## src/rtl/rf_pkg.sv

```systemverilog
`timescale 1ns/1ps
package rf_pkg;
    parameter int DATA_W   = 16;
    parameter int ADDR_W   = 24;
    parameter int NUM_DREG = 4;
    parameter int NUM_AREG = 2;
    parameter int NUM_BANK = 2;
    parameter int CODE_W   = 4;
    localparam int BYTE_W  = DATA_W / 2;
    localparam int WIDE_W  = 2 * DATA_W;

    // status word bit positions
    localparam int ST_CARRY = 0;
    localparam int ST_DBG   = 1;
    localparam int ST_ZERO  = 2;
    localparam int ST_SIGN  = 3;
    localparam int ST_BANK  = 4;
    localparam int ST_OVF   = 5;
    localparam int ST_STACK = 7;

    typedef enum logic [1:0] {SZ_BYTE, SZ_WORD, SZ_ADDR, SZ_PAIR} size_t;

    typedef enum logic [CODE_W-1:0] {
        RC_D0, RC_D1, RC_D2, RC_D3, RC_X0, RC_X1, RC_SBASE, RC_FP,
        RC_STK, RC_USTK, RC_ISTK, RC_VBASE, RC_PC, RC_STAT, RC_RSV0, RC_RSV1
    } code_t;

    typedef enum logic [3:0] {
        T_D0, T_D1, T_D2, T_D3, T_X0, T_X1, T_FP, T_SBASE,
        T_USTK, T_ISTK, T_VBASE, T_PC, T_STAT, T_NONE
    } tgt_t;

    typedef enum logic [2:0] {K_LO, K_HI, K_WORD, K_ADDR, K_PAIR} kind_t;

    typedef struct packed {
        logic  ok;
        tgt_t  tgt;
        kind_t kind;
    } acc_t;

    typedef enum logic [1:0] {
        CTX_B0_ISP = 2'b00,
        CTX_B0_USP = 2'b01,
        CTX_B1_ISP = 2'b10,
        CTX_B1_USP = 2'b11
    } ctx_t;
endpackage

```

## src/rtl/rf_decode.sv

```systemverilog
`timescale 1ns/1ps
module rf_decode
    import rf_pkg::*;
(
    input  logic [CODE_W-1:0] code,
    input  logic [1:0]        size,
    input  logic              hi,
    input  logic              usp_sel,
    output acc_t              acc
);
    code_t c;
    size_t s;

    assign c = code_t'(code);
    assign s = size_t'(size);

    always_comb begin
        acc = '{ok: 1'b0, tgt: T_NONE, kind: K_WORD};
        unique case (s)
            SZ_BYTE: begin
                acc.kind = hi ? K_HI : K_LO;
                if (c == RC_D0) begin acc.ok = 1'b1; acc.tgt = T_D0; end
                else if (c == RC_D1) begin acc.ok = 1'b1; acc.tgt = T_D1; end
            end
            SZ_WORD: begin
                acc.kind = K_WORD;
                case (c)
                    RC_D0:   begin acc.ok = 1'b1; acc.tgt = T_D0;   end
                    RC_D1:   begin acc.ok = 1'b1; acc.tgt = T_D1;   end
                    RC_D2:   begin acc.ok = 1'b1; acc.tgt = T_D2;   end
                    RC_D3:   begin acc.ok = 1'b1; acc.tgt = T_D3;   end
                    RC_STAT: begin acc.ok = 1'b1; acc.tgt = T_STAT; end
                    default: ;
                endcase
            end
            SZ_ADDR: begin
                acc.kind = K_ADDR;
                case (c)
                    RC_X0:    begin acc.ok = 1'b1; acc.tgt = T_X0;    end
                    RC_X1:    begin acc.ok = 1'b1; acc.tgt = T_X1;    end
                    RC_SBASE: begin acc.ok = 1'b1; acc.tgt = T_SBASE; end
                    RC_FP:    begin acc.ok = 1'b1; acc.tgt = T_FP;    end
                    RC_STK:   begin acc.ok = 1'b1; acc.tgt = usp_sel ? T_USTK : T_ISTK; end
                    RC_USTK:  begin acc.ok = 1'b1; acc.tgt = T_USTK;  end
                    RC_ISTK:  begin acc.ok = 1'b1; acc.tgt = T_ISTK;  end
                    RC_VBASE: begin acc.ok = 1'b1; acc.tgt = T_VBASE; end
                    RC_PC:    begin acc.ok = 1'b1; acc.tgt = T_PC;    end
                    default: ;
                endcase
            end
            SZ_PAIR: begin
                acc.kind = K_PAIR;
                if (c == RC_D0) begin acc.ok = 1'b1; acc.tgt = T_D0; end
                else if (c == RC_D1) begin acc.ok = 1'b1; acc.tgt = T_D1; end
            end
            default: ;
        endcase
    end

    // a pair access is always anchored on one of the two lower data registers
    always_comb begin
        assert_pair_base_R4: assert (!(acc.ok && acc.kind == K_PAIR) ||
                                     acc.tgt == T_D0 || acc.tgt == T_D1);
    end
endmodule

```

## src/rtl/rf_bank.sv

```systemverilog
`timescale 1ns/1ps
module rf_bank
    import rf_pkg::*;
(
    input  logic                                 clk,
    input  logic                                 rst_n,
    input  logic                                 we,
    input  acc_t                                 acc,
    input  logic [WIDE_W-1:0]                    wdata,
    output logic [NUM_DREG-1:0][DATA_W-1:0]      dreg,
    output logic [NUM_AREG-1:0][ADDR_W-1:0]      areg,
    output logic [ADDR_W-1:0]                    fp
);
    localparam int HALF = NUM_DREG / 2;

    for (genvar i = 0; i < NUM_DREG; i++) begin : g_dreg
        localparam int  BASE  = i % HALF;
        localparam bit  UPPER = (i >= HALF);
        logic own, base_hit, pair_lo, pair_hi;

        assign own      = (acc.tgt == tgt_t'(4'(i)));
        assign base_hit = (acc.tgt == tgt_t'(4'(BASE)));
        assign pair_lo  = !UPPER && own && acc.kind == K_PAIR;
        assign pair_hi  = UPPER && base_hit && acc.kind == K_PAIR;

        always_ff @(posedge clk or negedge rst_n) begin
            if (!rst_n) begin
                dreg[i] <= '0;
            end else if (we) begin
                if ((own && acc.kind == K_WORD) || pair_lo)
                    dreg[i] <= wdata[DATA_W-1:0];
                else if (pair_hi)
                    dreg[i] <= wdata[WIDE_W-1:DATA_W];
                else if (own && acc.kind == K_LO)
                    dreg[i][BYTE_W-1:0] <= wdata[BYTE_W-1:0];
                else if (own && acc.kind == K_HI)
                    dreg[i][DATA_W-1:BYTE_W] <= wdata[BYTE_W-1:0];
            end
        end
    end

    for (genvar j = 0; j < NUM_AREG; j++) begin : g_areg
        logic hit;
        assign hit = (acc.tgt == tgt_t'(4'(int'(T_X0) + j))) && acc.kind == K_ADDR;

        always_ff @(posedge clk or negedge rst_n) begin
            if (!rst_n)
                areg[j] <= '0;
            else if (we && hit)
                areg[j] <= wdata[ADDR_W-1:0];
        end
    end

    always_ff @(posedge clk or negedge rst_n) begin
        if (!rst_n)
            fp <= '0;
        else if (we && acc.tgt == T_FP && acc.kind == K_ADDR)
            fp <= wdata[ADDR_W-1:0];
    end
endmodule

```

## src/rtl/rf_shared.sv

```systemverilog
`timescale 1ns/1ps
module rf_shared
    import rf_pkg::*;
(
    input  logic               clk,
    input  logic               rst_n,
    input  logic               we,
    input  acc_t               acc,
    input  logic [WIDE_W-1:0]  wdata,
    output logic [ADDR_W-1:0]  sbase,
    output logic [ADDR_W-1:0]  ustk,
    output logic [ADDR_W-1:0]  istk,
    output logic [ADDR_W-1:0]  vbase,
    output logic [ADDR_W-1:0]  pc,
    output logic [DATA_W-1:0]  stat,
    output logic               bank_sel,
    output logic               usp_sel
);
    localparam logic [DATA_W-1:0] CTRL_MASK =
        (DATA_W'(1) << ST_BANK) | (DATA_W'(1) << ST_STACK) | (DATA_W'(1) << ST_DBG);

    ctx_t ctx_q, ctx_d;
    logic [DATA_W-1:0] stat_q;
    logic stat_wr;

    assign stat_wr = we && acc.tgt == T_STAT;

    // context state register
    always_ff @(posedge clk or negedge rst_n) begin
        if (!rst_n) ctx_q <= CTX_B0_ISP;
        else        ctx_q <= ctx_d;
    end

    // next-state: a status write jumps to the context its bits name
    always_comb begin
        ctx_d = ctx_q;
        if (stat_wr) begin
            unique case ({wdata[ST_BANK], wdata[ST_STACK]})
                2'b00: ctx_d = CTX_B0_ISP;
                2'b01: ctx_d = CTX_B0_USP;
                2'b10: ctx_d = CTX_B1_ISP;
                2'b11: ctx_d = CTX_B1_USP;
                default: ctx_d = ctx_q;
            endcase
        end
    end

    // outputs of the context machine
    always_comb begin
        unique case (ctx_q)
            CTX_B0_ISP: begin bank_sel = 1'b0; usp_sel = 1'b0; end
            CTX_B0_USP: begin bank_sel = 1'b0; usp_sel = 1'b1; end
            CTX_B1_ISP: begin bank_sel = 1'b1; usp_sel = 1'b0; end
            CTX_B1_USP: begin bank_sel = 1'b1; usp_sel = 1'b1; end
            default:    begin bank_sel = 1'b0; usp_sel = 1'b0; end
        endcase
    end

    always_comb begin
        stat = stat_q & ~CTRL_MASK;
        stat[ST_BANK]  = bank_sel;
        stat[ST_STACK] = usp_sel;
    end

    always_ff @(posedge clk or negedge rst_n) begin
        if (!rst_n) begin
            stat_q <= '0;
            sbase  <= '0;
            ustk   <= '0;
            istk   <= '0;
            vbase  <= '0;
            pc     <= '0;
        end else if (we) begin
            unique case (acc.tgt)
                T_STAT:  stat_q <= wdata[DATA_W-1:0];
                T_SBASE: sbase  <= wdata[ADDR_W-1:0];
                T_USTK:  ustk   <= wdata[ADDR_W-1:0];
                T_ISTK:  istk   <= wdata[ADDR_W-1:0];
                T_VBASE: vbase  <= wdata[ADDR_W-1:0];
                T_PC:    pc     <= wdata[ADDR_W-1:0];
                default: ;
            endcase
        end
    end

    // the context follows the status bits written one cycle earlier
    assert_ctx_follows_R6: assert property (@(posedge clk) disable iff (!rst_n)
        stat_wr |=> (bank_sel == $past(wdata[ST_BANK]) && usp_sel == $past(wdata[ST_STACK])));

    // the reserved status bit never reads back as set after a write
    assert_dbg_clear_R8: assert property (@(posedge clk) disable iff (!rst_n)
        stat_wr |=> !stat[ST_DBG]);
endmodule

```

## src/rtl/rf_banked.sv

```systemverilog
`timescale 1ns/1ps
module rf_banked
    import rf_pkg::*;
(
    input  logic              clk,
    input  logic              rst_n,
    input  logic [3:0]        rd_code,
    input  logic [1:0]        rd_size,
    input  logic              rd_hi,
    output logic [31:0]       rd_data,
    output logic              rd_err,
    input  logic              wr_en,
    input  logic [3:0]        wr_code,
    input  logic [1:0]        wr_size,
    input  logic              wr_hi,
    input  logic [31:0]       wr_data,
    output logic              wr_err,
    output logic              bank_sel,
    output logic              usp_sel
);
    acc_t rd_acc, wr_acc;
    logic wr_go;

    logic [NUM_BANK-1:0][NUM_DREG-1:0][DATA_W-1:0] bk_d;
    logic [NUM_BANK-1:0][NUM_AREG-1:0][ADDR_W-1:0] bk_a;
    logic [NUM_BANK-1:0][ADDR_W-1:0]               bk_fp;
    logic [ADDR_W-1:0] sbase, ustk, istk, vbase, pc;
    logic [DATA_W-1:0] stat;

    rf_decode u_rd_dec (.code(rd_code), .size(rd_size), .hi(rd_hi),
                        .usp_sel(usp_sel), .acc(rd_acc));
    rf_decode u_wr_dec (.code(wr_code), .size(wr_size), .hi(wr_hi),
                        .usp_sel(usp_sel), .acc(wr_acc));

    assign wr_go  = wr_en && wr_acc.ok;
    assign wr_err = wr_en && !wr_acc.ok;
    assign rd_err = !rd_acc.ok;

    for (genvar b = 0; b < NUM_BANK; b++) begin : g_bank
        logic bank_we;
        assign bank_we = wr_go && (32'(bank_sel) == b);
        rf_bank u_bank (.clk(clk), .rst_n(rst_n), .we(bank_we), .acc(wr_acc),
                        .wdata(wr_data), .dreg(bk_d[b]), .areg(bk_a[b]), .fp(bk_fp[b]));
    end

    rf_shared u_shared (.clk(clk), .rst_n(rst_n), .we(wr_go), .acc(wr_acc),
                        .wdata(wr_data), .sbase(sbase), .ustk(ustk), .istk(istk),
                        .vbase(vbase), .pc(pc), .stat(stat),
                        .bank_sel(bank_sel), .usp_sel(usp_sel));

    logic [NUM_DREG-1:0][DATA_W-1:0] cur_d;
    logic [NUM_AREG-1:0][ADDR_W-1:0] cur_a;
    logic [1:0] idx;

    assign cur_d = bk_d[bank_sel];
    assign cur_a = bk_a[bank_sel];
    assign idx   = rd_acc.tgt[1:0];

    always_comb begin
        rd_data = '0;
        if (rd_acc.ok) begin
            unique case (rd_acc.kind)
                K_LO:   rd_data = 32'(cur_d[idx][BYTE_W-1:0]);
                K_HI:   rd_data = 32'(cur_d[idx][DATA_W-1:BYTE_W]);
                K_WORD: rd_data = (rd_acc.tgt == T_STAT) ? 32'(stat) : 32'(cur_d[idx]);
                K_PAIR: rd_data = {cur_d[{1'b1, idx[0]}], cur_d[{1'b0, idx[0]}]};
                K_ADDR: begin
                    case (rd_acc.tgt)
                        T_X0:    rd_data = 32'(cur_a[0]);
                        T_X1:    rd_data = 32'(cur_a[1]);
                        T_FP:    rd_data = 32'(bk_fp[bank_sel]);
                        T_SBASE: rd_data = 32'(sbase);
                        T_USTK:  rd_data = 32'(ustk);
                        T_ISTK:  rd_data = 32'(istk);
                        T_VBASE: rd_data = 32'(vbase);
                        T_PC:    rd_data = 32'(pc);
                        default: rd_data = '0;
                    endcase
                end
                default: rd_data = '0;
            endcase
        end
    end

    logic [$bits(bk_d)+$bits(bk_a)+$bits(bk_fp)+5*ADDR_W+DATA_W-1:0] snap;
    assign snap = {bk_d, bk_a, bk_fp, sbase, ustk, istk, vbase, pc, stat};

    // a rejected write leaves every register as it was
    assert_reject_hold_R10: assert property (@(posedge clk) disable iff (!rst_n)
        wr_err |=> $stable(snap));

    // a rejected read drives zero data
    assert_err_zero_R11: assert property (@(posedge clk) disable iff (!rst_n)
        rd_err |-> rd_data == 32'd0);

    // the stack alias returns the stack chosen by the current context
    assert_stack_alias_R7: assert property (@(posedge clk) disable iff (!rst_n)
        (rd_code == 4'd8 && rd_size == 2'd2) |-> rd_data == 32'(usp_sel ? ustk : istk));
endmodule

```

## config.mk

```make
export PLATFORM = sky130hd
export DESIGN_NAME = rf_banked
export DESIGN_NICKNAME = d
export VERILOG_FILES = /design/src/rtl/rf_pkg.sv /design/src/rtl/rf_decode.sv /design/src/rtl/rf_bank.sv /design/src/rtl/rf_shared.sv /design/src/rtl/rf_banked.sv
export SDC_FILE = /design/constraint.sdc
export NUM_CORES = 1
export LEC_CHECK = 0
export ABC_CLOCK_PERIOD_IN_PS = 5950
export CELL_PAD_IN_SITES_DETAIL_PLACEMENT = 1
export CELL_PAD_IN_SITES_GLOBAL_PLACEMENT = 2
export CORE_UTILIZATION = 49
export DETAILED_ROUTE_END_ITERATION = 16
export DONT_BUFFER_PORTS = 1
export PLACE_DENSITY_LB_ADDON = 0.15
export SETUP_SLACK_MARGIN = 0.3
export SLEW_MARGIN = 15
export SYNTH_ARGS = -nofsm -noshare
export SYNTH_HDL_FRONTEND = slang
export SYNTH_SLANG_ARGS = --single-unit
```

## constraint.sdc

```tcl
create_clock -name clk -period 5.95 [get_ports clk]
set_input_delay 0.2975 -clock clk [delete_from_list [all_inputs] [get_ports clk]]
set_output_delay 0.2975 -clock clk [all_outputs]
set_load 0.01 [all_outputs]
```

After elaboration in Yosys (flattened, before gate mapping)
Cells that the tools add are included.
{"block": "totals", "register_bits": 410, "inputBits": 49, "out_inout_bits": 36}
{"block": "op_classes", "n_lt_le_gt_ge": 4, "n_eq_ne": 71, "n_mux": 50, "bitwise": 1, "n_reduce_logical": 76}
{"cell": "$mux 16", "n": 12}
{"cell": "$pmux 24 s8", "n": 1}
{"cell": "$pmux 32 s5", "n": 1}
{"cell": "$mux 64", "n": 2}
{"cell": "$mux 48", "n": 2}
{"cell": "$mux 8", "n": 12}
{"cell": "$pmux 5 s9", "n": 2}
{"cell": "$eq 4x4->1 const B", "n": 22}
{"cell": "$eq 4x3->1 const B", "n": 16}
{"cell": "$pmux 8 s4", "n": 2}
{"cell": "$pmux 5 s5", "n": 2}
{"cell": "$mux 24", "n": 2}
{"cell": "$bmux 16 s2", "n": 1}
{"cell": "$mux 32", "n": 1}
{"cell": "$logic_and 1x1->1", "n": 29}
{"cell": "$reduce_and 2->1", "n": 14}
{"cell": "$eq 4x2->1 const B", "n": 6}
{"cell": "$reduce_and 3->1", "n": 8}
{"cell": "$mux 5", "n": 4}
{"cell": "$eq 2x2->1 const B", "n": 8}
{"cell": "$eq 3x2->1 const B", "n": 4}
{"cell": "$eq 4x1->1 const B", "n": 3}
{"cell": "$logic_not 4->1", "n": 3}
{"cell": "$reduce_bool 3->1", "n": 4}
{"cell": "18 further kinds", "n": 41}

Longest topological paths before layout
{"block": "depth", "depth_word": 12, "ltp_mapped": 12, "ltp_nobuf": 9}

Modules after synthesis
From an unflattened synthesis, not the netlist that was laid out.
{"block": "hier_totals", "cells_unflattened": 1755, "hier_area_um2": 22362.7}
{"mod": "rf_bank at g_bank[0].u_bank", "n_inst": 1, "cells_per_inst": 401, "area_per_inst_um2": 6003.3, "seq_area_each_um2": 3403.3}
{"mod": "rf_bank at g_bank[1].u_bank", "n_inst": 1, "cells_per_inst": 408, "area_per_inst_um2": 5874.4, "seq_area_each_um2": 3403.3}
{"mod": "rf_shared", "n_inst": 1, "cells_per_inst": 298, "area_per_inst_um2": 5223.8, "seq_area_each_um2": 3378.2}
{"mod": "rf_banked", "n_inst": 1, "cells_per_inst": 547, "area_per_inst_um2": 4523.1, "seq_area_each_um2": 0.0}
{"mod": "rf_decode at u_rd_dec", "n_inst": 1, "cells_per_inst": 54, "area_per_inst_um2": 384.1, "seq_area_each_um2": 0.0}
{"mod": "rf_decode at u_wr_dec", "n_inst": 1, "cells_per_inst": 47, "area_per_inst_um2": 354.1, "seq_area_each_um2": 0.0}

Worst setup path before layout
No wires, ideal clock.
{"block": "synth_path", "path_type": "input-to-output", "from": "input port rd_size[0]", "to": "output port rd_data[28]", "arrival_time_ps": 2646, "path_slack_ps": 3006, "stages": 10, "n_path_buf": 4, "path_cell_list": "inv_1 > ha_1 > clkbuf_1 > nand3_1 > o311ai_1 > buf_2 > buf_2 > buf_2 > mux2i_1 > a2111oi_0"}
{"block": "synth_via", "elab_chain_len": 6, "word_cells_on_any_way": 14}
{"element": "start: declaration", "line": "rf_banked.sv:8", "source": "input logic [1:0] rd_size,"}
{"element": "$eq 2x2->1 (tied with other cells)", "line": "rf_decode.sv:19", "source": "unique case (s)"}
{"element": "$pmux 8 s4 *", "line": "rf_decode.sv:19"}
{"element": "$mux 16 (implied by the code) (2 in a row)", "line": "rf_banked.sv:66", "source": "K_PAIR: rd_data = {cur_d[{1'b1, idx[0]}], cur_d[{1'b0, idx[0]}]};"}
{"element": "$pmux 32 s5", "line": "rf_banked.sv:62", "source": "unique case (rd_acc.kind)"}
{"element": "$mux 32 *", "line": "rf_banked.sv:61", "source": "if (rd_acc.ok) begin"}
{"element": "end: declaration", "line": "rf_banked.sv:10", "source": "output logic [31:0] rd_data,"}
Every way passes the cells marked *; elsewhere a longest branch is shown, timed or not. The select of a mux whose other input is x is not followed.

Worst setup path in the final report
{"block": "layout_path", "from": "register u_shared.ctx_q[0]", "to": "output port rd_data[2]"}
{"block": "layout_via", "elab_chain_len": 11, "word_cells_on_any_way": 36}
{"element": "start: declaration", "line": "rf_shared.sv:22", "source": "ctx_t ctx_q, ctx_d;"}
{"element": "start signal: assignment", "line": "rf_shared.sv:31", "source": "else ctx_q <= ctx_d;"}
{"element": "parallel branches: the longest is 9 deep, another holds $pmux 24 s8"}
{"element": "$pmux 32 s5 *", "line": "rf_banked.sv:62"}
{"element": "$mux 32 *", "line": "rf_banked.sv:61"}
Mark *: on every way between the ends. The select of a mux whose other input is x is not followed.

==> metrics.md <==
| Metric | Value |
|---|---|
| H-tree levels | 2 |
| Combinational Power Share | 16.1% |
| Width of the die | 209 µm |
| Synth area leader | dfrtp_1 |
| I/O pin cnt | 85 |
| Slew HR | 20.3% |
| Setup bufs post-CTS | 0 |
| Critical path peak fanout | 47 |
| Initial Util | 49.9% |
| Fin. max-slew vios | 0 |
| CTS buffer count | 46 |
| Int Pwr | 5350 µW |
| Largest cells by area after synthesis | dfrtp_1 (48%), mux2_2 (21%), mux4_2 (4.9%), mux2i_1 (3.5%), buf_2 (1.4%) |
| P_sw | 1990 µW |
| Post-CTS Resized | 0 |
| Async SR Flop Fraction | 100% |
| Place WS | 1820 ps |
| Clk root buf | clkbuf_16 |
| Total grt overflow | 0 |
| CTS tree | built |
| Min-delay worst type | in -> async |
| Power per cell area | 315 nW/µm² |
| Drt initial violations | 1073 |
| Sequential share of power | 43.9% |
| Yosys warns | 0 |
| Post-synth EDFFs | 0 |
| Fmax | 0.214 GHz |
| Sw frac | 27.1% |
| Fin. Hold Viols | 407 |
| Main synth FF type | dfrtp_1 |
| Vias | 14600 |
| CP Launch Type | flip-flop |
| Yosys cell types | 86 |
| Leak Pwr | 0.0108 µW |
| Clock insertion delay at the later pin of the skew report | 580 ps |
| Layout cells sized above 1 | 35.8% |
| First-pass GRT wire length | 104 mm |
| Max-Cap Viols | 0 |
| Outcome | finished, violations left |
| Final Wtd Congestion | 0.957 |
| Die H | 209 µm |
| Core Rows | 75 |
| Hpwl dp | 41.7 mm |
| Tot Pwr | 7340 µW |
| Final Cycle Share | 78.6% |
| Minimum clock period after layout | 4680 ps |
| VDD IR-drop max | 0.266 mV |
| Vias in the first global route | 15800 |
| Largest net degree at the start of global routing | 408 |
| NumNets Final | 1691 |
| DRC | 0 |
| Core box area | 42200 µm² |
| Synth top area share | 48.3% |
| Count leader, synth | dfrtp_1 |
| CP Data Arrival Time | 4380 ps |
| Gr usage total | 31.9% |
| Number of clock sinks | 407 |
| Setup-failing EPs final | 0 |
| Post-Route WL | 67.8 mm |
| Final setup TNS | 0 ps |
| Clk pwr share | 40.0% |
| Die area | 43900 µm² |
| WS Path Type | reg -> out |
| Failing checks | negative hold slack |
| Number of fill cells | 4183 |
| # hold bufs at CTS | 32 |
| Final ANT Viol Nets | 0 |
| Antenna violations before repair | 4 |
| Port bufs | 0 |
| Clock-pin slew on the worst setup and hold paths | 60 ps |
| WP data required | 5650 ps |
| Slew @ Worst Pin | 1200 ps |
| Post-Synthesis Mean Instance Area | 12.7 µm² |
| RSZ-0062 raised after global routing | no |
| Sequential area share after synthesis | 48.3% |
| Yosys reg bits | 407 |
| Area Overhead vs Synth | 10.6% |
| Mapped Area | 21100 µm² |
| Via density | 6.59 |
| WHS | -574 ps |
| Syn_nets | 1720 |
| WL/cell | 30.7 µm |
| Worst Skew | 9.48 ps |
| Top cells by count, synth | dfrtp_1 (407), mux2_2 (389), mux2i_1 (74) |
| Max Buffers Root-to-Sink | 3 |
| CP Capture Type | primary output |
| Pre-antenna DRT Iters | 5 |
| Mapped Cells | 1661 |
| Setup ws final | 1270 ps |
placed cells by master (no fill, tap or decap), drive strengths merged, types with 12 or more instances in the layout:
cell type,synthesis,layout
a211oi,36,36
a21oi,27,27
a221o,16,16
a22o,26,26
a22oi,18,18
a2bb2oi,32,32
and2,15,15
and3,12,12
buf,71,32
clkbuf,70,66
dfrtp,407,407
dlygate4sd3,0,32
inv,16,16
mux2,390,390
mux2i,74,74
mux4,46,46
nand2,74,74
nand3,28,28
nor2,54,54
nor3,17,17
nor3b,16,16
o21ai,33,33
o22ai,37,37
metrics by stage:
step	util [%]	hold slack [ps]	std cells	area [µm²]
after floorplan	-	1.91	1661	21100
after global placement	50.7	11.3	2090	21400
after detailed placement	50.8	12.8	2091	21400
after CTS	55.2	-589	2203	23300
after global routing	55.2	-598	2205	23300
final	55.2	-574	2210	23300
layer usage:
layer / part of all wire [%] / vias up / GRT usage, %
met5: 0 / - / 0
met4: 3.0 / 0 / 10.0
met3: 6.4 / 119 / 5.81
met2: 47 / 459 / 51.2
met1: 43 / 7754 / 44.0
li1: - / 6230 / -
sequential cells by signal, indices dropped and copies added, names as in the netlist:
signal	count
g_bank.u_bank.dreg	128
g_bank.u_bank.fp	48
u_shared.stat_q	13
u_shared.ctx_q	2
u_shared.vbase	24
u_shared.istk	24
u_shared.sbase	24
u_shared.pc	24
g_bank.u_bank.areg	96
u_shared.ustk	24
critical path, cell delays in order, from the launching register on:
cell,delay [ps]
dfrtp_1,590
nand3b_1,140
a21oi_1,420
o211a_4,760
buf_4,430
buf_4,370
mux4_2,360
a211oi_1,360
o22ai_1,270
power by group through the flow:
stage,Sequential [µW],Clock [µW],Combinational (µW)
after floorplan,3160,0,902
after global placement,3250,0,1080
after detailed placement,3270,0,1110
after CTS,3220,2980,1180
after global routing,3250,3080,1260
final,3220,2930,1180
final cells by class:
type	instances	area [µm²]	share of cell area (%)
Multi-Input combinational cell	1097	10300	44.0
Tap cell	539	674	2.89
Timing Repair Buffer	64	571	2.45
Antenna cell	7	17.5	0.0751
Clock inverter	14	209	0.896
Inverter	16	60.1	0.258
Sequential cell	407	10200	43.7
Clock buffer	66	1340	5.73
logic make-up (layout without fill, tap and decap cells):
kind of cell | Yosys count | count (layout) | synth area share (%)
muxes | 510 | 510 | 29.2
DFF | 407 | 407 | 48.3
AOI/OAI and AO/OA | 305 | 305 | 11.2
and+or+nand+nor | 269 | 269 | 7.26
buffers and inverters | 157 | 160 | 3.27
adders and majority gates | 10 | 10 | 0.593
xor gates and xnor gates | 3 | 3 | 0.125
other | 0 | 7 | 0
path summary, 6_finish.rpt:
check | start | endpoint | slack [ps] | cells after the start
max | u_shared.ctx_q[0] | rd_data[2] | 1270 | 8
max reg2reg | u_shared.ctx_q[1] | g_bank[0].u_bank.dreg[44] | 2040 | 6
min in group clk | wr_data[13] | g_bank[0].u_bank.dreg[61] | 10 | 2
max in group asynchronous | rst_n | u_shared.vbase[23] | 5560 | 0
min reg2reg | g_bank[1].u_bank.dreg[58] | g_bank[1].u_bank.dreg[58] | 500 | 1
min | rst_n | g_bank[0].u_bank.dreg[41] | -570 | 0
(Power assumes the default switching activity.)
